$ cat config.mk
export PLATFORM = sky130hd
export DESIGN_NAME = pkt_framer
export DESIGN_NICKNAME = d
export VERILOG_FILES = /design/src/rtl/pkt_framer.sv
export SDC_FILE = /design/constraint.sdc
export NUM_CORES = 1
export LEC_CHECK = 0
export ABC_AREA = 1
export BUFFER_PORTS_ARGS = -buffer_cell sky130_fd_sc_hd__buf_2
export CORE_MARGIN = 2
export CORE_UTILIZATION = 63
export CTS_CLUSTER_DIAMETER = 100
export DETAILED_ROUTE_END_ITERATION = 7
export PLACE_DENSITY = 0.79
export SLEW_MARGIN = 20
export SYNTH_ARGS = -nofsm -noshare
export SYNTH_HDL_FRONTEND = slang
export SYNTH_SLANG_ARGS = --single-unit
$ cat constraint.sdc
create_clock -name clk -period 10 [get_ports clk]
set_input_delay 1 -clock clk [delete_from_list [all_inputs] [get_ports clk]]
set_output_delay 1 -clock clk [all_outputs]
set_load 0.1 [all_outputs]
$ cat src/rtl/pkt_framer.sv
module pkt_framer #(
  parameter int unsigned SMALL_DEPTH = 64,
  parameter int unsigned LARGE_DEPTH = 129,
  parameter int unsigned NUM_FIELDS  = 5
) (
  input  logic                    clk,
  input  logic                    rst_n,
  input  logic                    wr_en,
  input  logic [7:0]              wr_data,
  input  logic                    fifo_clr,
  input  logic                    fifo_big,
  input  logic [$clog2(LARGE_DEPTH+1)-1:0] ae_level,
  output logic                    ae_flag,
  input  logic                    start,
  input  logic [7:0]              pre_len,
  input  logic [31:0]             sync_word,
  input  logic [1:0]              sync_len,
  input  logic [NUM_FIELDS-1:0]   fld_en,
  input  logic [8*NUM_FIELDS-1:0] fld_len,
  input  logic [2*NUM_FIELDS-1:0] crc_sel,
  input  logic [15:0]             crc16_seed,
  input  logic [31:0]             crc32_seed,
  input  logic                    whiten_en,
  input  logic                    manch_en,
  input  logic                    sym_stb,
  output logic                    tx_bit,
  output logic                    tx_active,
  output logic                    pkt_sent,
  output logic                    underflow
);
  localparam int PW = $clog2(LARGE_DEPTH);
  localparam int CW = $clog2(LARGE_DEPTH + 1);
  localparam int FW = $clog2(NUM_FIELDS);

  typedef enum logic [2:0] {S_IDLE, S_PRE, S_SYNC, S_DATA, S_CRC} st_t;
  typedef enum logic [2:0] {K_PRE, K_SYNC0, K_SYNC, K_FLD, K_DATA, K_CRC0, K_CRC, K_END} kind_t;

  logic [7:0]    mem [LARGE_DEPTH];
  logic [PW-1:0] wp, rp;
  logic [CW-1:0] cnt_q;
  logic [CW-1:0] depth;
  logic          full, empty, do_wr, pop;

  st_t           st;
  kind_t         kind;
  logic [7:0]    sh, left;
  logic [2:0]    bitn;
  logic [FW-1:0] fld, nxt_f, tgt_f;
  logic          nxt_ok;
  logic [31:0]   crc, crc_nxt, csrc, new_seed;
  logic [8:0]    lfsr;
  logic          half, uflow, sent;
  logic [1:0]    cur_sel, new_sel, sidx, cidx;
  logic          wht_on, raw, adv, byte_end, need_byte;
  logic [15:0]   c16;
  logic [31:0]   c32;

  assign depth   = fifo_big ? CW'(LARGE_DEPTH) : CW'(SMALL_DEPTH);
  assign full    = cnt_q >= depth;
  assign empty   = cnt_q == '0;
  assign do_wr   = wr_en && !full && !fifo_clr;
  assign ae_flag = cnt_q <= ae_level;

  always_ff @(posedge clk) if (do_wr) mem[wp] <= wr_data;

  always_ff @(posedge clk or negedge rst_n) begin
    if (!rst_n) begin
      wp <= '0; rp <= '0; cnt_q <= '0;
    end else if (fifo_clr) begin
      wp <= '0; rp <= '0; cnt_q <= '0;
    end else begin
      if (do_wr) wp <= (wp == PW'(depth - 1'b1)) ? '0 : wp + 1'b1;
      if (pop)   rp <= (rp == PW'(depth - 1'b1)) ? '0 : rp + 1'b1;
      if (do_wr && !pop)      cnt_q <= cnt_q + 1'b1;
      else if (!do_wr && pop) cnt_q <= cnt_q - 1'b1;
    end
  end

  assign cur_sel  = crc_sel[2*fld +: 2];
  assign wht_on   = whiten_en && (st == S_DATA || st == S_CRC);
  assign raw      = sh[7] ^ (wht_on & lfsr[0]);
  assign tx_bit   = tx_active & ((manch_en & half) ? ~raw : raw);
  assign adv      = tx_active && sym_stb && !(manch_en && !half);
  assign byte_end = adv && bitn == 3'd7;

  assign c16 = {crc[14:0], 1'b0} ^ ((crc[15] ^ sh[7]) ? 16'h1021 : 16'h0);
  assign c32 = {crc[30:0], 1'b0} ^ ((crc[31] ^ sh[7]) ? 32'h04C11DB7 : 32'h0);
  assign crc_nxt = (st != S_DATA)    ? crc :
                   (cur_sel == 2'd1) ? {16'h0, c16} :
                   (cur_sel == 2'd2) ? c32 : crc;

  always_comb begin
    nxt_ok = 1'b0;
    nxt_f  = '0;
    for (int i = NUM_FIELDS - 1; i >= 1; i--)
      if (i > int'(fld) && fld_en[i]) begin
        nxt_ok = 1'b1;
        nxt_f  = FW'(i);
      end
  end

  always_comb begin
    case (st)
      S_PRE:   kind = (left != 0) ? K_PRE  : K_SYNC0;
      S_SYNC:  kind = (left != 0) ? K_SYNC : K_FLD;
      S_DATA:  kind = (left != 0) ? K_DATA :
                      (cur_sel == 2'd1 || cur_sel == 2'd2) ? K_CRC0 :
                      nxt_ok ? K_FLD : K_END;
      S_CRC:   kind = (left != 0) ? K_CRC : nxt_ok ? K_FLD : K_END;
      default: kind = K_END;
    endcase
  end

  assign tgt_f     = (st == S_SYNC) ? '0 : nxt_f;
  assign new_sel   = crc_sel[2*tgt_f +: 2];
  assign new_seed  = (new_sel == 2'd2) ? crc32_seed : {16'h0, crc16_seed};
  assign need_byte = byte_end && (kind == K_FLD || kind == K_DATA);
  assign pop       = need_byte && !empty;
  assign sidx      = (st == S_PRE) ? sync_len : left[1:0] - 2'd1;
  assign csrc      = (st == S_DATA) ? crc_nxt : crc;
  assign cidx      = (st == S_DATA) ? ((cur_sel == 2'd2) ? 2'd3 : 2'd1) : left[1:0] - 2'd1;

  always_ff @(posedge clk or negedge rst_n) begin
    if (!rst_n) begin
      st <= S_IDLE; sh <= '0; left <= '0; bitn <= '0; fld <= '0;
      crc <= '0; lfsr <= '1; half <= 1'b0; tx_active <= 1'b0;
      sent <= 1'b0; uflow <= 1'b0;
    end else begin
      sent <= 1'b0;
      if (!tx_active) begin
        if (start) begin
          tx_active <= 1'b1; uflow <= 1'b0; half <= 1'b0;
          bitn <= '0; lfsr <= '1; fld <= '0;
          if (pre_len != 0) begin
            st <= S_PRE; sh <= 8'hAA; left <= pre_len - 1'b1;
          end else begin
            st <= S_SYNC; sh <= sync_word[8*sync_len +: 8]; left <= {6'd0, sync_len};
          end
        end
      end else if (sym_stb) begin
        if (manch_en && !half) begin
          half <= 1'b1;
        end else begin
          half <= 1'b0;
          if (wht_on) lfsr <= {lfsr[0] ^ lfsr[5], lfsr[8:1]};
          crc <= crc_nxt;
          if (bitn != 3'd7) begin
            bitn <= bitn + 1'b1;
            sh   <= {sh[6:0], 1'b0};
          end else begin
            bitn <= '0;
            if (need_byte && empty) begin
              st <= S_IDLE; tx_active <= 1'b0; uflow <= 1'b1;
            end else begin
              case (kind)
                K_PRE:  begin sh <= 8'hAA; left <= left - 1'b1; end
                K_SYNC0: begin st <= S_SYNC; sh <= sync_word[8*sidx +: 8]; left <= {6'd0, sync_len}; end
                K_SYNC: begin sh <= sync_word[8*sidx +: 8]; left <= left - 1'b1; end
                K_DATA: begin sh <= mem[rp]; left <= left - 1'b1; end
                K_FLD: begin
                  st <= S_DATA; fld <= tgt_f; sh <= mem[rp];
                  left <= fld_len[8*tgt_f +: 8] - 1'b1; crc <= new_seed;
                end
                K_CRC0: begin st <= S_CRC; sh <= csrc[8*cidx +: 8]; left <= {6'd0, cidx}; end
                K_CRC:  begin sh <= csrc[8*cidx +: 8]; left <= left - 1'b1; end
                default: begin st <= S_IDLE; tx_active <= 1'b0; sent <= 1'b1; end
              endcase
            end
          end
        end
      end
    end
  end

  assign pkt_sent  = sent;
  assign underflow = uflow;
endmodule


After elaboration in Yosys (flattened, before gate mapping)
Memories as Yosys holds them, arrays and structs flattened. Index checks and enable logic that the tools add are counted.

Memories kept: 1. Register bits after elaboration: 94. Bits of input ports: 170. Word-level logic and storage cells: 229. Bits in writable memories: 1032. Output and inout port bits: 5.

Add/sub/neg operators: 10. Equal/unequal tests: 29. Bitwise operators: 11. Reduce and logical (&&, ||, !) cells: 48. Shifts and indexed selects: 6. Magnitude comparators: 6. Multiplexer cells: 104.

Memories: mem (words 129, width 8, rd ports 1, clocked after Yosys merged registers in 0, write ports 1, line 38) `logic [7:0] mem [LARGE_DEPTH];`.

Operator list (count): two-way mux 32 bit (8); two-way mux 8 bit (24); variable part select 32 x 6 -> 8 bit (3); two-way mux 3 bit (26); case mux 8 bit (4 select lines) (2); two-way mux 9 bit (5); variable part select 40 x 7 -> 8 bit (1); subtractor 8 x 1 -> 8 bit, second input constant (5); bitwise XOR 32 x 27 -> 32 bit (1); two-way mux 1 bit (31); two-way mux 27 bit (1); adder 8 x 1 -> 8 bit, second input constant (3); case mux 3 bit (4 select lines) (2); variable part select 10 x 5 -> 2 bit (2); == test 8 bit (2); logical AND 1 bit (16); nonzero test 8 bit (2); bitwise XOR 16 x 13 -> 16 bit (1); == test 3 bit, second input constant (5); AND reduction 5 bit (3); two-way mux 13 bit (1); == test 3 x 2 -> 1 bit, second input constant (4); AND reduction 6 bit (2); >= comparator 8 bit (1); 31 further kinds (63).

Logic depth before layout (Yosys ltp)
Gate-level depths: netlist of the first run.

Word-level depth: 19. Mapped depth: 33. Depth with buffers taken out: 33.

Least setup slack after synthesis of the first run
No wires, ideal clock.

Path type: in2out. Start point: in ae_level[7]. End point: out ae_flag. Required time: 9.000 ns. Slack: 5.401 ns. Arrival time: 3.599 ns. Buffers on the path: 0. Cell stages on the path: 6. Path through: inv_1 > ha_1 > nand2_1 > inv_1 > nand3_1 > o21ai_0.

Longest elaborated chain between the ends: 1.

Ends and longest elaborated chain: start: declaration (line 12) `input logic [$clog2(LARGE_DEPTH+1)-1:0] ae_level,`; <= comparator 8 bit (line 62) `assign ae_flag = cnt_q <= ae_level;`; end: declaration (line 13) `output logic ae_flag,`.

Every way passes these cells.

Worst setup path after layout of the first run
Start point: reg rp[0]. End point: reg sh[2].

Longest elaborated chain between the ends: 7.

Ends and longest elaborated chain: start: declaration (line 39) `logic [PW-1:0] wp, rp;`; start signal: assignment (line 73) `if (pop) rp <= (rp == PW'(depth - 1'b1)) ? '0 : rp + 1'b1;`; memory (129 x 8 bit); case mux 8 bit (4 select lines) (line 155) `case (kind)`; two-way mux 8 bit (line 152) `if (need_byte && empty) begin`; two-way mux 8 bit (line 147) `if (bitn != 3'd7) begin`; two-way mux 8 bit (line 141) `if (manch_en && !half) begin`; two-way mux 8 bit (line 140) `end else if (sym_stb) begin`; two-way mux 8 bit (line 130) `if (!tx_active) begin`; end signal: assignment (line 149) `sh <= {sh[6:0], 1'b0};`; end signal: assignment (line 158) `K_SYNC: begin sh <= sync_word[8*sidx +: 8]; left <= left - 1'b1; end`; end signal: assignment (line 159) `K_DATA: begin sh <= mem[rp]; left <= left - 1'b1; end`; end: declaration (line 46) `logic [7:0] sh, left;`.

Every way passes these cells. The select of a mux whose other input is x is not followed. A chain may end at the register's enable or synchronous reset.

==> results.sh, run 1 <==
export IMPL_port_buffers=173
export IMPL_path_class="register to register"
export IMPL_drc=0
export IMPL_reg2reg_depth=17
export IMPL_synth_edff_count=1032
export IMPL_post_cts_buffers=0
export IMPL_dpl_hpwl_mm=77.8
export IMPL_crit_chain="buf_4 > buf_4 > buf_4 > nand2_1 > nand3_1 > nand3_1 > nand3_1 > nand3_1 > a21oi_1 > nand2_1 > nand3_1 > nand2_1 > nand2_1 > nand2_1 > nand2_1 > nand2_1 > nand2_1"
export IMPL_ys_async_sr_fraction_pct=8.35
export IMPL_placed_area_um2=51600
export IMPL_final_min_clock_period_ns=5.29
export IMPL_ff2ff_setup_slack_ns=4.71
export IMPL_grt_pass1_vias=35200
export IMPL_htree_levels=3
export IMPL_layoutNonFillerInstCount=6071
export IMPL_cp_required_ns=10.61
export IMPL_relSlewSlack_pct=16.8
export IMPL_cp_common_cell="nand2_1"
export IMPL_cts_sinks=1126
export IMPL_cts_max_path_buffers=3
export IMPL_die_h_um=286
export IMPL_synth_top_area_cell="edfxtp_1"
export IMPL_synth_area_top_cells="edfxtp_1 (62%), nand2_1 (11%), nand3_1 (8.0%)"
export IMPL_ios=175
export IMPL_synth_seq_cells=1126
export IMPL_clock_skew_final_ns=0.0437
export IMPL_num_rows=103
export IMPL_cts_buffers_inserted=110
export IMPL_core_um2=78900
export IMPL_crit_end="sh[2]$_DFFE_PN0P_"
export IMPL_via_count=37100
export IMPL_leakagePower_uw=0.0210
export IMPL_totalWireLength_mm=132
export IMPL_worst_path_stages=17
export IMPL_firstDrtPassIters=6
export IMPL_final_area_um2=55200
export IMPL_final_common_cell="nand2_1"
export IMPL_layout_nets=5126
export IMPL_grt_pass1_wl_mm=200
export IMPL_wl_met1_mm=48.2
export IMPL_period_share_pct=52.9
export IMPL_avgSynthCellArea_um2=10.3
export IMPL_ys_warn_count=0
export IMPL_cts_root_buffer="clkbuf_16"
export IMPL_critPathBufInv=3
export IMPL_wire_per_inst_um=21.7
export IMPL_met2_length_mm=61.3
export IMPL_hp_class="input port to async pin"
export IMPL_setup_viol=0
export IMPL_insertion_delay_ns=0.70
export IMPL_grt_max_degree=206
export IMPL_grt_antenna_before_repair=0
export IMPL_holdWs_ns=0.327
export IMPL_top_layer_used="met4"
export IMPL_ys_types=60
export IMPL_pwr_density_cell_nw_per_um2=213
export IMPL_synth_flop_cell="edfxtp_1"
export IMPL_rsz0062_at_grt="no"
export IMPL_initial_core_util_pct=63.6
export IMPL_drt_iter0_drc=4580
export IMPL_clk_pin_slew_ns=0.06
export IMPL_met3_length_mm=15.2
export IMPL_postSynthNetCount=5064
export IMPL_nFillCells=5539
export IMPL_crit_path_end_kind="register"
export IMPL_crit_slowest_cell="buf_4"
export IMPL_ys_seq_area_share_pct=66.5
export IMPL_cts_tree="built"
export IMPL_drv_cap=0
export IMPL_rr_endpoint="sh[2]$_DFFE_PN0P_"
export IMPL_critPathMaxFanout=95
export IMPL_routabilityCongestion=0.936
export IMPL_setup_tns_ns=0
export IMPL_max_freq_ghz=0.189
export IMPL_irDropWorstVdd_mv=0.214
export IMPL_drive_above_1_share_pct=9.05
export IMPL_grt_use_total_pct=32.1
export IMPL_synthCells=4864
export IMPL_viasPerCell=6.10
export IMPL_postRouteAntennaNets=0
export IMPL_r2r_start="rp[0]$_DFFE_PN0P_"
export IMPL_cp_arrival_ns=5.90
export IMPL_outcome="finished, final reports clean"
export IMPL_cts_hold_buf=0
export IMPL_synth_top_cell_area_share_pct=61.8
export IMPL_cpLargestDelayFamily="buffers and inverters"
export IMPL_tightest_slew_ns=1.25
export IMPL_area_growth_pct=10.1
export IMPL_grt_ovfl_total=0
export IMPL_slew_violations=0
export IMPL_cts_resized=0
export IMPL_place_inst=5864
export IMPL_hold_violations=0
export IMPL_syn_cell_area_um2=50200
export IMPL_critPathLaunchType="register"
export IMPL_dieArea_um2=81900
export IMPL_final_cell_mix="nand2_1 (1,482), edfxtp_1 (1,032), nand3_1 (798)"
export IMPL_cpPeakStageDelay_ns=0.91
export IMPL_critPathLaunch="rp[0]$_DFFE_PN0P_"
export IMPL_die_w_um=286
[flip-flops by register name (all words and copies together), names as in the netlist]
name,count
mem,1032
crc,32
lfsr,9
cnt_q,8
left,8
rp,8
sh,8
wp,8
bitn,3
fld,3
st,3
half,1
pkt_sent,1
tx_active,1
underflow,1
[synth_stat cells, types with 8 or more instances]
library cell and instances:
dfrtp_1 85, nand3b_1 8, a31oi_1 11, inv_1 223, buf_2 75, o22ai_1 37
ha_1 29, a22oi_1 12, edfxtp_1 1032, nand2_1 1482, clkbuf_1 139, buf_1 43
nor2_1 281, xor2_1 16, o21ai_1 14, o211ai_1 14, o21ai_0 153, dfstp_2 9
inv_2 21, nand3_1 798, a21oi_1 231, a22o_1 12, nand4_1 16, nor3_1 30
[worst min-delay path by stage]
stage,start,endpoint,slack [ns],depth (start not counted)
after floorplan,sh[0]$_DFFE_PN0P_,sh[0]$_DFFE_PN0P_,0.45,2
after global placement,sh[0]$_DFFE_PN0P_,sh[0]$_DFFE_PN0P_,0.47,2
after detailed placement,sh[0]$_DFFE_PN0P_,sh[0]$_DFFE_PN0P_,0.47,2
after CTS,rst_n,fld[2]$_DFFE_PN0P_,0.32,1
after global routing,rst_n,fld[2]$_DFFE_PN0P_,0.36,1
final,rst_n,fld[0]$_DFFE_PN0P_,0.33,1
[metal layers]
metal	vias up	global-route usage, %
li1	17000	-
met3	397	7.07
met5	-	0
met2	2185	50.7
met1	17500	42.1
met4	0	16.6
[logic make-up after synthesis]
logic type	synth area share, %
AOI/OAI and AO/OA	5.68
xor gates and xnor gates	0.384
adders and majority gates	0.763
buffers and inverters	4.13
DFF	66.5
and+or+nand+nor	22.6
[final cells by class]
class                      count  area, um2  area share (%)
sequential                  1126      33400            60.4
multi-input combinational   3222      14800            26.7
clock buffer                 143       2980            5.39
tap                         1050       1310            2.38
timing repair buffer         214       1210            2.19
inverter                     252        973            1.76
clock inverter                62        639            1.16
antenna                        2       5.00         0.00906
[where the power goes]
part / internal, uW / total (uW) / switching [uW]
Sequential: 5300 / 5420 / 117
Clock: 2380 / 4140 / 1760
Combinational: 671 / 2210 / 1530
[metrics by stage]
step	power (uW)	utilization [%]	setup slack [ns]
after floorplan	7060	-	5.40
after global placement	7610	65.4	4.93
after detailed placement	7650	65.4	4.85
after CTS	11700	70.0	4.84
after global routing	12200	70.0	4.42
final	11800	70.1	4.71
Note: power is estimated with default switching activity, not from simulation.
==> run 2, diff against run 1 <==
--- a/config.mk
+++ b/config.mk
@@ -8,10 +8,10 @@
 export ABC_AREA = 1
 export BUFFER_PORTS_ARGS = -buffer_cell sky130_fd_sc_hd__buf_2
 export CORE_MARGIN = 2
-export CORE_UTILIZATION = 63
+export CORE_UTILIZATION = 56
 export CTS_CLUSTER_DIAMETER = 100
 export DETAILED_ROUTE_END_ITERATION = 7
-export PLACE_DENSITY = 0.79
+export PLACE_DENSITY = 0.74
 export SLEW_MARGIN = 20
 export SYNTH_ARGS = -nofsm -noshare
 export SYNTH_HDL_FRONTEND = slang
==> constraint.sdc (replaced) <==
create_clock -name clk -period 4.7 [get_ports clk]
set_input_delay 0.47 -clock clk [delete_from_list [all_inputs] [get_ports clk]]
set_output_delay 0.47 -clock clk [all_outputs]
set_load 0.1 [all_outputs]
==> results.sh, run 2 (synthesized netlist as in run 1, its figures left out) <==
export IMPL_clk_pin_slew_ns=0.06
export IMPL_setup_viol=0
export IMPL_placed_area_um2=52700
export IMPL_finalPower_uw=25200
export IMPL_largest_register_ffs=1032
export IMPL_pwr_density_cell_nw_per_um2=448
export IMPL_firstDrtPassIters=8
export IMPL_via_count=37400
export IMPL_cts_buffers_inserted=111
export IMPL_area_growth_pct=12.3
export IMPL_violations="design-rule violations"
export IMPL_hp_class="input port to register"
export IMPL_cpPeakStageDelay_ns=0.46
export IMPL_num_rows=109
export IMPL_core_um2=88600
export IMPL_grt_antenna_before_repair=1
export IMPL_crit_slowest_cell="dfrtp_1"
export IMPL_holdPathEnd="mem[81][5]$_DFFE_PP_"
export IMPL_final_min_clock_period_ns=4.29
export IMPL_critPathMaxFanout=9
export IMPL_area_sequential_um2=33400
export IMPL_reg2reg_depth=27
export IMPL_ff2ff_setup_slack_ns=0.41
export IMPL_min_delay_start="wr_data[5]"
export IMPL_die_h_um=303
export IMPL_cp_required_ns=5.28
export IMPL_insertion_delay_ns=0.70
export IMPL_period_share_pct=91.3
export IMPL_htree_levels=3
export IMPL_worst_path_stages=27
export IMPL_dpl_hpwl_mm=84.6
export IMPL_grt_use_total_pct=29.6
export IMPL_drt_iter0_drc=4759
export IMPL_tightest_slew_ns=1.12
export IMPL_r2r_start="fld[0]$_DFFE_PN0P_"
export IMPL_cts_sinks=1126
export IMPL_postRouteAntennaNets=0
export IMPL_irDropWorstVdd_mv=0.370
export IMPL_cts_max_path_buffers=3
export IMPL_nFillCells=6890
export IMPL_initial_core_util_pct=56.6
export IMPL_wire_per_inst_um=21.9
export IMPL_hold_path_depth=1
export IMPL_routabilityCongestion=0.949
export IMPL_drv_cap=0
export IMPL_critPathBufInv=8
export IMPL_grt_pass1_wl_mm=205
export IMPL_final_area_um2=56400
export IMPL_clock_skew_final_ns=0.0286
export IMPL_slew_violations=0
export IMPL_ios=175
export IMPL_max_freq_ghz=0.233
export IMPL_grt_ovfl_total=0
export IMPL_path_class="register to register"
export IMPL_crit_path_end_kind="register"
export IMPL_viasPerCell=5.94
export IMPL_regMostFlops="mem"
export IMPL_setup_tns_ns=0
export IMPL_final_common_cell="nand2_1"
export IMPL_hold_violations=0
export IMPL_leakagePower_uw=0.0216
export IMPL_reg_top3="mem: 1032 flops, crc: 32 flops, lfsr: 9 flops"
export IMPL_cp_arrival_ns=4.87
export IMPL_post_cts_buffers=0
export IMPL_drive_above_1_share_pct=11.2
export IMPL_dieArea_um2=92000
export IMPL_totalWireLength_mm=138
export IMPL_die_w_um=303
export IMPL_drc=31
export IMPL_rr_endpoint="cnt_q[6]$_DFFE_PN0P_"
export IMPL_grt_pass1_vias=35300
export IMPL_port_buffers=173
export IMPL_rsz0062_at_grt="no"
export IMPL_relSlewSlack_pct=25.2
export IMPL_cts_root_buffer="clkbuf_16"
export IMPL_grt_max_degree=216
export IMPL_outcome="finished with violations"
export IMPL_cpLargestDelayFamily="simple AND/OR/NAND/NOR gates"
export IMPL_cts_tree="built"
export IMPL_critPathLaunchType="register"
export IMPL_final_cell_mix="nand2_1 (1,482), edfxtp_1 (1,032), nand3_1 (798)"
export IMPL_layout_nets=5241
export IMPL_multi_input_area_um2=14800
run 2: power breakdown:
group	leakage, uW	switching (uW)	internal [uW]	total (uW)
logic	0.00937	3350	1480	4830
clock network	0.00178	3810	5080	8900
registers	0.0104	232	11300	11500
run 2: routing by layer:
layer  part of all wire [%]  global-route usage [%]  vias to the layer above
met5                      0                       0                        -
met4                    4.2                    12.3                        0
met3                     10                    5.38                      343
met2                     47                    47.6                     2014
met1                     38                    40.0                    17900
li1                       -                       -                    17200
run 2: layout make-up:
class	count	area share (%)
flip-flops and latches	1126	59.2
multi-input cells	3222	26.2
clock buffers	134	5.16
repair buffers	328	3.78
well taps	1165	2.59
inverters	252	1.73
clock inverters	75	1.33
diodes	2	0.00888
run 2: repair_timing:
action,CTS,global route
endpoints found under the hold margin,52,0
gates resized for setup,0,1
setup endpoints to repair,0,1
hold buffers,1,0
run 2: worst register-to-register path, delay by kind of cell (launching register included):
kind                     cells  cell delay [ns]
flip-flops                   1             0.46
XOR/XNOR                     1             0.14
adder cells (fa/ha/maj)      2             0.69
AO/OA/AOI/OAI                3             0.52
AND/OR/NAND/NOR             13             1.72
buffers and inverters        8             0.69
run 2: how the worst max path moves through the flow:
stage,from,to,slack [ns]
3_3_place_gp,crc_sel[2],cnt_q[7]$_DFFE_PN0P_,0.33
6_report,fld[0]$_DFFE_PN0P_,cnt_q[6]$_DFFE_PN0P_,0.41
2_1_floorplan,fld[0]$_DFFE_PN0P_,cnt_q[7]$_DFFE_PN0P_,0.85
5_1_grt,fld[0]$_DFFE_PN0P_,cnt_q[6]$_DFFE_PN0P_,0.05
3_5_place_dp,crc_sel[6],cnt_q[7]$_DFFE_PN0P_,0.35
4_1_cts,fld[0]$_DFFE_PN0P_,cnt_q[7]$_DFFE_PN0P_,0.38
run 2: metrics by stage:
stage | hold WS, ns | util (%) | worst slack, ns | std cells
floorplan | 0.174 | - | 0.853 | 4864
global placement | 0.465 | 59.4 | 0.326 | 6092
detailed placement | 0.477 | 59.4 | 0.353 | 6092
CTS | 0.0357 | 63.6 | 0.385 | 6302
global route | 0.0512 | 63.6 | 0.0536 | 6303
finish | 0.0552 | 63.6 | 0.408 | 6304
